File: src/rtl/tc16_pkg.sv
package tc16_pkg;

    typedef enum logic [1:0] {
        ST_STOP  = 2'd0,
        ST_RUN   = 2'd1,
        ST_BLANK = 2'd2
    } tc_state_e;

    localparam logic [1:0] SEL_TMR = 2'd0;
    localparam logic [1:0] SEL_MSK = 2'd1;
    localparam logic [1:0] SEL_FLG = 2'd2;

    localparam int A_CTLA  = 0;
    localparam int A_CTLB  = 1;
    localparam int A_CTLC  = 2;
    localparam int A_CNT_L = 4;
    localparam int A_CNT_H = 5;
    localparam int A_TOP_L = 6;
    localparam int A_TOP_H = 7;
    localparam int A_CPA_L = 8;
    localparam int A_CPA_H = 9;
    localparam int A_CPB_L = 10;
    localparam int A_CPB_H = 11;
    localparam int A_CPC_L = 12;
    localparam int A_CPC_H = 13;

    localparam logic [3:0] MODE_FREE  = 4'd0;
    localparam logic [3:0] MODE_CLR_A = 4'd4;
    localparam logic [3:0] MODE_CLR_I = 4'd12;

    // interrupt index: 0 overflow, 1 cmp A, 2 cmp B, 3 cmp C, 4 capture/top
    localparam int NIRQ = 5;
    localparam int IX_OVF = 0;
    localparam int IX_A   = 1;
    localparam int IX_B   = 2;
    localparam int IX_C   = 3;
    localparam int IX_CAP = 4;

    function automatic int irq_pos(input int idx);
        return (idx < 4) ? idx : 5;
    endfunction

endpackage

File: src/rtl/tc16_regs.sv
module tc16_regs
    import tc16_pkg::*;
#(
    parameter int DW = 8,
    parameter int AW = 4
) (
    input  logic              clk,
    input  logic              rst_n,
    input  logic              hold,
    input  logic [1:0]        bus_sel,
    input  logic [AW-1:0]     bus_addr,
    input  logic              bus_we,
    input  logic              bus_re,
    input  logic [DW-1:0]     bus_wdata,
    output logic [DW-1:0]     bus_rdata,
    input  logic [2*DW-1:0]   cnt,
    input  logic [NIRQ-1:0]   flag_q,
    output logic [3:0]        mode,
    output logic [2:0]        clk_sel,
    output logic [NIRQ-1:0]   mask_q,
    output logic [2*DW-1:0]   top_q,
    output logic [2*DW-1:0]   cpa_q,
    output logic [2*DW-1:0]   cpb_q,
    output logic [2*DW-1:0]   cpc_q,
    output logic              cnt_wr,
    output logic [2*DW-1:0]   cnt_wval,
    output logic [NIRQ-1:0]   flag_clr
);

    localparam int CW = 2 * DW;

    logic [DW-1:0]   ctla_q, ctlb_q, ctlc_q, stage_q;
    logic            win_wr, win_rd;
    logic [NIRQ-1:0] wd_pick;
    logic [DW-1:0]   mask_spread, flag_spread;

    assign win_wr = bus_we && (bus_sel == SEL_TMR) && !hold;
    assign win_rd = bus_re && (bus_sel == SEL_TMR) && !hold;

    always_comb begin
        mask_spread = '0;
        flag_spread = '0;
        for (int i = 0; i < NIRQ; i++) begin
            wd_pick[i]                = bus_wdata[irq_pos(i)];
            mask_spread[irq_pos(i)]   = mask_q[i];
            flag_spread[irq_pos(i)]   = flag_q[i];
        end
    end

    always_ff @(posedge clk or negedge rst_n) begin
        if (!rst_n) begin
            ctla_q <= '0; ctlb_q <= '0; ctlc_q <= '0; stage_q <= '0;
            top_q  <= '0; cpa_q  <= '0; cpb_q  <= '0; cpc_q   <= '0;
            mask_q <= '0;
        end else if (hold) begin
            ctla_q <= '0; ctlb_q <= '0; ctlc_q <= '0; stage_q <= '0;
            top_q  <= '0; cpa_q  <= '0; cpb_q  <= '0; cpc_q   <= '0;
            mask_q <= '0;
        end else begin
            if (bus_we && bus_sel == SEL_MSK) begin
                mask_q <= wd_pick;
            end
            if (win_rd && bus_addr == AW'(A_CNT_L)) begin
                stage_q <= cnt[CW-1:DW];
            end else if (win_rd && bus_addr == AW'(A_TOP_L)) begin
                stage_q <= top_q[CW-1:DW];
            end
            if (win_wr) begin
                case (bus_addr)
                    AW'(A_CTLA):  ctla_q <= bus_wdata;
                    AW'(A_CTLB):  ctlb_q <= bus_wdata;
                    AW'(A_CTLC):  ctlc_q <= bus_wdata;
                    AW'(A_CNT_H): stage_q <= bus_wdata;
                    AW'(A_TOP_H): stage_q <= bus_wdata;
                    AW'(A_TOP_L): top_q <= {stage_q, bus_wdata};
                    AW'(A_CPA_L): cpa_q[DW-1:0]  <= bus_wdata;
                    AW'(A_CPA_H): cpa_q[CW-1:DW] <= bus_wdata;
                    AW'(A_CPB_L): cpb_q[DW-1:0]  <= bus_wdata;
                    AW'(A_CPB_H): cpb_q[CW-1:DW] <= bus_wdata;
                    AW'(A_CPC_L): cpc_q[DW-1:0]  <= bus_wdata;
                    AW'(A_CPC_H): cpc_q[CW-1:DW] <= bus_wdata;
                    default: ;
                endcase
            end
        end
    end

    assign mode     = {ctlb_q[4:3], ctla_q[1:0]};
    assign clk_sel  = ctlb_q[2:0];
    assign cnt_wr   = win_wr && (bus_addr == AW'(A_CNT_L));
    assign cnt_wval = {stage_q, bus_wdata};
    assign flag_clr = (bus_we && bus_sel == SEL_FLG && !hold) ? wd_pick : '0;

    always_comb begin
        bus_rdata = '0;
        case (bus_sel)
            SEL_MSK: bus_rdata = mask_spread;
            SEL_FLG: bus_rdata = flag_spread;
            SEL_TMR: begin
                case (bus_addr)
                    AW'(A_CTLA):  bus_rdata = ctla_q;
                    AW'(A_CTLB):  bus_rdata = ctlb_q;
                    AW'(A_CTLC):  bus_rdata = ctlc_q;
                    AW'(A_CNT_L): bus_rdata = cnt[DW-1:0];
                    AW'(A_CNT_H): bus_rdata = stage_q;
                    AW'(A_TOP_L): bus_rdata = top_q[DW-1:0];
                    AW'(A_TOP_H): bus_rdata = stage_q;
                    AW'(A_CPA_L): bus_rdata = cpa_q[DW-1:0];
                    AW'(A_CPA_H): bus_rdata = cpa_q[CW-1:DW];
                    AW'(A_CPB_L): bus_rdata = cpb_q[DW-1:0];
                    AW'(A_CPB_H): bus_rdata = cpb_q[CW-1:DW];
                    AW'(A_CPC_L): bus_rdata = cpc_q[DW-1:0];
                    AW'(A_CPC_H): bus_rdata = cpc_q[CW-1:DW];
                    default:      bus_rdata = '0;
                endcase
            end
            default: bus_rdata = '0;
        endcase
    end

endmodule

File: src/rtl/tc16_core.sv
module tc16_core
    import tc16_pkg::*;
#(
    parameter int DW = 8
) (
    input  logic             clk,
    input  logic             rst_n,
    input  logic             hold,
    input  logic             tick,
    input  logic [2:0]       clk_sel,
    input  logic [3:0]       mode,
    input  logic [2*DW-1:0]  top,
    input  logic [2*DW-1:0]  cpa,
    input  logic [2*DW-1:0]  cpb,
    input  logic [2*DW-1:0]  cpc,
    input  logic             cnt_wr,
    input  logic [2*DW-1:0]  cnt_wval,
    output logic [2*DW-1:0]  cnt_q,
    output logic [NIRQ-1:0]  ev
);

    localparam int          CW   = 2 * DW;
    localparam logic [CW-1:0] CMAX = {CW{1'b1}};

    tc_state_e     state_q, state_d;
    logic          cs_on, adv, live, clr_top;
    logic [CW-1:0] cnt_d;

    assign cs_on = (clk_sel != 3'd0);

    always_ff @(posedge clk or negedge rst_n) begin
        if (!rst_n) begin
            state_q <= ST_STOP;
            cnt_q   <= '0;
        end else if (hold) begin
            state_q <= ST_STOP;
            cnt_q   <= '0;
        end else begin
            state_q <= state_d;
            cnt_q   <= cnt_d;
        end
    end

    always_comb begin
        state_d = state_q;
        unique case (state_q)
            ST_STOP:  if (cnt_wr) state_d = ST_BLANK;
                      else if (cs_on) state_d = ST_RUN;
            ST_RUN:   if (cnt_wr) state_d = ST_BLANK;
                      else if (!cs_on) state_d = ST_STOP;
            ST_BLANK: if (cnt_wr) state_d = ST_BLANK;
                      else if (tick && cs_on) state_d = ST_RUN;
            default:  state_d = ST_STOP;
        endcase
    end

    always_comb begin
        adv     = tick && cs_on && (state_q != ST_STOP) && !cnt_wr;
        live    = adv && (state_q == ST_RUN);
        clr_top = live && (((mode == MODE_CLR_A) && (cnt_q == cpa)) ||
                           ((mode == MODE_CLR_I) && (cnt_q == top)));
        ev          = '0;
        ev[IX_A]    = live && (cnt_q == cpa);
        ev[IX_B]    = live && (cnt_q == cpb);
        ev[IX_C]    = live && (cnt_q == cpc);
        ev[IX_CAP]  = live && (mode == MODE_CLR_I) && (cnt_q == top);
        ev[IX_OVF]  = adv && !clr_top && (cnt_q == CMAX);
        if (cnt_wr)       cnt_d = cnt_wval;
        else if (clr_top) cnt_d = '0;
        else if (adv)     cnt_d = cnt_q + 1'b1;
        else              cnt_d = cnt_q;
    end

    a_r3_hold_count: assert property (@(posedge clk) disable iff (!rst_n)
        (!tick && !cnt_wr && !hold) |=> $stable(cnt_q));

    a_r2_wrap: assert property (@(posedge clk) disable iff (!rst_n)
        (tick && cs_on && state_q != ST_STOP && !cnt_wr && !hold &&
         mode == MODE_FREE && cnt_q == CMAX) |=> (cnt_q == '0));

    a_r4_clear_a: assert property (@(posedge clk) disable iff (!rst_n)
        (tick && cs_on && state_q == ST_RUN && !cnt_wr && !hold &&
         mode == MODE_CLR_A && cnt_q == cpa) |=> (cnt_q == '0));

    a_r8_blank_step: assert property (@(posedge clk) disable iff (!rst_n)
        (tick && cs_on && state_q == ST_BLANK && !cnt_wr && !hold)
        |=> (cnt_q == CW'($past(cnt_q) + 1'b1)));

endmodule

File: src/rtl/tc16_flags.sv
module tc16_flags
    import tc16_pkg::*;
(
    input  logic            clk,
    input  logic            rst_n,
    input  logic            hold,
    input  logic [NIRQ-1:0] ev,
    input  logic [NIRQ-1:0] clr,
    input  logic [NIRQ-1:0] mask,
    output logic [NIRQ-1:0] flag_q,
    output logic [NIRQ-1:0] irq
);

    for (genvar i = 0; i < NIRQ; i++) begin : g_bit
        always_ff @(posedge clk or negedge rst_n) begin
            if (!rst_n)      flag_q[i] <= 1'b0;
            else if (hold)   flag_q[i] <= 1'b0;
            else if (ev[i])  flag_q[i] <= 1'b1;
            else if (clr[i]) flag_q[i] <= 1'b0;
        end

        assign irq[i] = flag_q[i] & mask[i];

        a_r9_clear: assert property (@(posedge clk) disable iff (!rst_n)
            (clr[i] && !ev[i]) |=> !flag_q[i]);

        a_r9_set_wins: assert property (@(posedge clk) disable iff (!rst_n)
            (ev[i] && !hold) |=> flag_q[i]);
    end

endmodule

File: src/rtl/tc16_unit.sv
module tc16_unit
    import tc16_pkg::*;
#(
    parameter int DW = 8,
    parameter int AW = 4
) (
    input  logic          clk,
    input  logic          rst_n,
    input  logic          pwr_hold,
    input  logic          tick_en,
    input  logic [1:0]    bus_sel,
    input  logic [AW-1:0] bus_addr,
    input  logic          bus_we,
    input  logic          bus_re,
    input  logic [DW-1:0] bus_wdata,
    output logic [DW-1:0] bus_rdata,
    output logic          irq_capt,
    output logic          irq_cmpa,
    output logic          irq_cmpb,
    output logic          irq_cmpc,
    output logic          irq_ovf
);

    localparam int CW = 2 * DW;

    logic [3:0]      mode;
    logic [2:0]      clk_sel;
    logic [NIRQ-1:0] mask_q, flag_q, flag_clr, ev, irq;
    logic [CW-1:0]   top_q, cpa_q, cpb_q, cpc_q, cnt_q, cnt_wval;
    logic            cnt_wr;

    tc16_regs #(.DW(DW), .AW(AW)) u_regs (
        .clk(clk), .rst_n(rst_n), .hold(pwr_hold),
        .bus_sel(bus_sel), .bus_addr(bus_addr), .bus_we(bus_we),
        .bus_re(bus_re), .bus_wdata(bus_wdata), .bus_rdata(bus_rdata),
        .cnt(cnt_q), .flag_q(flag_q), .mode(mode), .clk_sel(clk_sel),
        .mask_q(mask_q), .top_q(top_q), .cpa_q(cpa_q), .cpb_q(cpb_q),
        .cpc_q(cpc_q), .cnt_wr(cnt_wr), .cnt_wval(cnt_wval),
        .flag_clr(flag_clr)
    );

    tc16_core #(.DW(DW)) u_core (
        .clk(clk), .rst_n(rst_n), .hold(pwr_hold), .tick(tick_en),
        .clk_sel(clk_sel), .mode(mode), .top(top_q), .cpa(cpa_q),
        .cpb(cpb_q), .cpc(cpc_q), .cnt_wr(cnt_wr), .cnt_wval(cnt_wval),
        .cnt_q(cnt_q), .ev(ev)
    );

    tc16_flags u_flags (
        .clk(clk), .rst_n(rst_n), .hold(pwr_hold), .ev(ev),
        .clr(flag_clr), .mask(mask_q), .flag_q(flag_q), .irq(irq)
    );

    assign irq_ovf  = irq[IX_OVF];
    assign irq_cmpa = irq[IX_A];
    assign irq_cmpb = irq[IX_B];
    assign irq_cmpc = irq[IX_C];
    assign irq_capt = irq[IX_CAP];

    a_r11_hold_quiet: assert property (@(posedge clk) disable iff (!rst_n)
        pwr_hold |=> !(irq_ovf || irq_cmpa || irq_cmpb || irq_cmpc || irq_capt));

endmodule

File: config.mk
export PLATFORM = sky130hd
export DESIGN_NAME = tc16_unit
export DESIGN_NICKNAME = d
export VERILOG_FILES = /design/src/rtl/tc16_pkg.sv /design/src/rtl/tc16_regs.sv /design/src/rtl/tc16_core.sv /design/src/rtl/tc16_flags.sv /design/src/rtl/tc16_unit.sv
export SDC_FILE = /design/constraint.sdc
export NUM_CORES = 1
export LEC_CHECK = 0
export ABC_CLOCK_PERIOD_IN_PS = 2400
export BUFFER_PORTS_ARGS = -buffer_cell sky130_fd_sc_hd__buf_2
export CORE_ASPECT_RATIO = 0.5
export CORE_MARGIN = 5
export CORE_UTILIZATION = 29
export DETAILED_ROUTE_END_ITERATION = 8
export PLACE_DENSITY = 0.41
export SKIP_LAST_GASP = 1
export SYNTH_ARGS = -nofsm -noshare
export SYNTH_HDL_FRONTEND = slang
export SYNTH_SLANG_ARGS = --single-unit
File: constraint.sdc
create_clock -name clk -period 2.4 [get_ports clk]
set_input_delay 0.36 -clock clk [delete_from_list [all_inputs] [get_ports clk]]
set_output_delay 0.36 -clock clk [all_outputs]
set_load 0.05 [all_outputs]
# Yosys cells after proc, flatten, opt, wreduce, memory -nomap -nowiden
# Index checks and enable logic that the tools add are counted.
# totals
reg_bits,124
input_bits,20
out_inout_bits,13
wordCells,175
# op_classes
addsub,1
eq_ne,26
mux,61
bitwise_logic,5
reduce_logical,63
# ops
op,n
$mux W16,13
$mux W8,20
$pmux W8 S12,1
$eq A16 B16 Y1,4
$eq A4 B4 Y1 const B,7
$reduce_bool A2 Y1,13
$logic_and A1 B1 Y1,24
$pmux W8 S3,1
$eq A4 B3 Y1 const B,5
$reduce_and A2 Y1,10
$reduce_bool A3 Y1,6
$add A16 B1 Y16 const B,1
$eq A16 B16 Y1 const B,1
$mux W1,15
$mux W5,3
$mux W2,7
$ne A4 B2 Y1 const B,2
$pmux W2 S3,1
$and A1 B1 Y1,5
$eq A2 B1 Y1 const B,2
$eq A2 B2 Y1 const B,2
$eq A4 B1 Y1 const B,1
$eq A4 B2 Y1 const B,1
$logic_not A2 Y1,2
7 further kinds,9

# Longest topological paths before layout
# depth
ltp_word,13
depth_mapped,8

# Hierarchy
# Synthesis repeated with hierarchy kept, for this count alone.
# unflattened
hier_cells,900
area_unflattened_um2,7928.9
# by_module_without_submodules
module,instances,cells_each,area_per_inst_um2
tc16_regs,1,610,5506.5
tc16_core,1,265,2190.9
tc16_flags,1,25,231.5

# Least setup slack after synthesis
# No wires, ideal clock.
# synth_path
kind,input-to-output
start,input port bus_addr[1]
end,output port bus_rdata[5]
arrival_ns,2.297
required_ns,2.040
setup_slack_ns,-0.257
cell_stages,7
path_cell_list,buf_2 -> buf_2 -> clkbuf_1 -> a32oi_1 -> nor2_1 -> a311oi_1 -> o21ai_0
# synth_via
elab_chain_cells,4
# synth_lines
element,line_no,text
from (decl),tc16_unit.sv:12,"input logic [AW-1:0] bus_addr,"
$eq A4 B3 Y1,tc16_regs.sv:100,case (bus_addr)
$reduce_or A2 Y1 (no line),-,
$pmux W8 S12 *,tc16_regs.sv:100,
$pmux W8 S3 *,tc16_regs.sv:96,case (bus_sel)
to (decl),tc16_unit.sv:16,"output logic [DW-1:0] bus_rdata,"
# Every way passes the cells marked *; elsewhere a longest branch is shown, timed or not.

# Worst setup path in the final report
# layout_path
start,register u_regs.ctla_q[5]
end,output port bus_rdata[5]
# layout_via
elab_chain_cells,2
# layout_lines
element,line_no,text
from (decl),tc16_regs.sv:32,"logic [DW-1:0] ctla_q, ctlb_q, ctlc_q, stage_q;"
from (signal assigned),tc16_regs.sv:70,AW'(A_CTLA): ctla_q <= bus_wdata;
$pmux W8 S12,tc16_regs.sv:100,
$pmux W8 S3,tc16_regs.sv:96,
# No other way between the ends.

==> metrics.txt <==
status finished with violations; failing checks negative setup slack; final hold slack 0.263 ns; final setup violation count 4; placed inst area 0.00882 mm2; routed vias 7118; # DRC 0; Vias/cell 5.35; Cell variety after synth 64; gr usage total 0.221; fmax 401 MHz; Leak 4.30 nW; Synth Flop Type dfrtp_1; Async S/R FF share, synth 1.00; Place WS -0.216 ns; Final Core Density 0.374; worst rel slew slack 0.560; Post-synth EDFFs 0; Syn Inst Count 861; Ports 33; met3 routed WL 1.57 mm; Worst EP arrival 2.14 ns; type of the most critical hold path in2reg; CTS tree done; Initial Utilization 0.292; Top Layer Used met4; Final Hold Fails 0; WL/cell 24.7 um; total clock sinks 124; Net Count, Synth 882; Reg2Reg Launch Point u_core.cnt_q[0]; clk buf depth 2; initial drt markers 635; final period utilization 1.04; Rows 42; RSZ-0062 raised after global routing yes; Clock transition at path regs 0.06 ns; worst setup path category reg2out; drt total wl 32.9 mm; met2 routed WL 14.0 mm; Max Cap Viol 0; die area 0.0299 mm2; Worst Tran Pin Value 0.658 ns; Power Total 5.70 mW; ANT cells 0; share of layout cells above drive strength 1 0.275; reg2reg end u_core.cnt_q[12]; grt ovf 0; Layout Skew 0.00882 ns; Antenna Nets Post-Route 0; die height 125 um; CTS Buf Count 17; DR pass1 iterations 5; vias in the first global route 6918; Placeable Area 0.0262 mm2; first-pass GRT wire length 48.5 mm; design area 0.00982 mm2; R2R setup slack 0.13 ns; max-slew violations 0; pwr dens 581 mW/mm2; GP Congestion 0.913; Post-Syn Area 0.00766 mm2; initial antenna violation count 0; final setup margin -0.0968 ns; Worst-Skew Late Latency 0.45 ns; Startpoint Class register; Worst Setup SP u_regs.ctla_q[5]; sequential share of the synthesized area 0.405; DP Wirelength 23.6 mm; crit path capture bus_rdata[5]; largest net degree at the start of global routing 56; Area Growth Syn to Fin 28.2%; Seq cells post-synth 124; Nets 986; htree depth 4; Final min period 2.50 ns; met1 WL 16.8 mm; Worst Path Max Fanout 2; Die Wd 240 um; syn_area_per_cell 8.89 um2; Max VDD drop 0.503 mV; Port Buffers 32; CP Capture Type output pin; yosys warns 0; required time worst endpoint 2.04 ns; FF-to-FF path depth 10; Root Buffer clkbuf_16
## worst min-delay path by stage
| stage | startpoint | depth (start not counted) | end |
|---|---|---|---|
| 3_3_place_gp | rst_n | 1 | u_core.cnt_q[5] |
| 2_1_floorplan | rst_n | 0 | u_core.cnt_q[0] |
| 3_5_place_dp | rst_n | 1 | u_core.cnt_q[4] |
| 6_report | pwr_hold | 2 | u_flags.flag_q[3] |
| 5_1_grt | pwr_hold | 2 | u_regs.top_q[10] |
| 4_1_cts | pwr_hold | 2 | u_flags.flag_q[3] |
## placed cells by master (no fill, tap or decap), types with 3 or more instances in the layout
| master | instances |
|---|---|
| buf_2 | 23 |
| a21oi_2 | 9 |
| dfrtp_1 | 108 |
| o21ai_1 | 5 |
| a31oi_1 | 6 |
| a211oi_1 | 8 |
| mux2i_1 | 53 |
| a211oi_2 | 3 |
| a21oi_1 | 71 |
| clkbuf_16 | 17 |
| buf_6 | 7 |
| a32o_1 | 3 |
| o311ai_2 | 3 |
| xor2_1 | 17 |
| o22ai_1 | 3 |
| mux2_2 | 4 |
| and2_1 | 8 |
| nor2b_1 | 12 |
| nor4_1 | 5 |
| a22o_1 | 3 |
| buf_12 | 6 |
| nand3_1 | 68 |
| mux2_4 | 3 |
| and3_1 | 13 |
| nor2_1 | 79 |
| clkinvlp_4 | 4 |
| a22oi_2 | 3 |
| a22oi_1 | 24 |
| clkbuf_8 | 3 |
| a221oi_2 | 3 |
| o21ai_0 | 18 |
| bufinv_16 | 3 |
| nor3_1 | 11 |
| nand2_1 | 94 |
| dfrtp_2 | 16 |
| xnor2_1 | 50 |
| buf_4 | 125 |
| clkinv_2 | 4 |
| inv_1 | 5 |
| nand4_1 | 21 |
## cells in the mapped netlist (17+ instances only)
cell type / n / share of area
dfrtp_1: 124 / 0.41
xor2_1: 17 / 0.019
nand4_1: 21 / 0.017
clkbuf_1: 29 / 0.014
a22oi_1: 27 / 0.026
nand2_1: 95 / 0.047
mux2i_1: 53 / 0.069
nand3_1: 69 / 0.045
xnor2_1: 50 / 0.057
buf_2: 39 / 0.025
o21ai_0: 22 / 0.014
nor2_1: 80 / 0.039
a21oi_1: 80 / 0.052
## state kept, by name, summed over array words and instances (netlist names), 8 cells and up
signal and cells:
u_regs.cpa_q 16, u_regs.ctlc_q 8, u_regs.cpb_q 16, u_regs.cpc_q 16
u_regs.ctla_q 8, u_core.cnt_q 16, u_regs.top_q 16, u_regs.ctlb_q 8
u_regs.stage_q 8
## metrics by stage
stage / TNS, ns / instances
after floorplan: 0 / 861
after global placement: -1.15 / 1280
after detailed placement: -0.706 / 1280
after CTS: -0.364 / 1330
after global routing: -0.546 / 1330
final: -0.173 / 1330
## report_power, final
part           internal (mW)  switching [mW]
sequential              2.12          0.0669
clock                   1.71            1.03
combinational          0.299           0.480
## kinds of logic after synthesis
kind of cell,count (synthesis),share of synthesized area
buffers and inverters,83,0.0515
DFF,124,0.405
muxes,62,0.0855
xor gates and xnor gates,67,0.0766
AOI/OAI and AO/OA,183,0.158
and+or+nand+nor,341,0.222
adders and majority gates,1,0.00163
## cell type report
class	count	area [um2]
clock buffers	21	470
well taps	352	440
flip-flops and latches	124	3120
repair buffers	162	1260
fillers	2676	16400
multi-input cells	654	4350
inverters	6	26.3
clock inverters	11	141
## per-layer routing
layer	track usage	vias to the layer above
met5	0	-
met1	0.342	3611
met3	0.0387	29
met4	0.0600	0
met2	0.315	201
li1	-	3277
## worst max-delay path, cell delays in order, from the launching register on
cell and delay [ns]:
dfrtp_1 0.39, mux2_2 0.28, a22oi_2 0.27, o22ai_1 0.17
a311oi_2 0.29, o21ai_1 0.12, buf_6 0.16
## what timing repair did
| item | 4_1_cts | 5_1_grt |
|---|---|---|
| setup buffers | 17 | 0 |
| endpoints found under the hold margin | 39 | 0 |
| gates resized for setup | 52 | 15 |
| pin swaps | 10 | 8 |
| setup endpoints to repair | 12 | 22 |
| hold buffers | 1 | 0 |
Power figures use the tool's default switching activity.
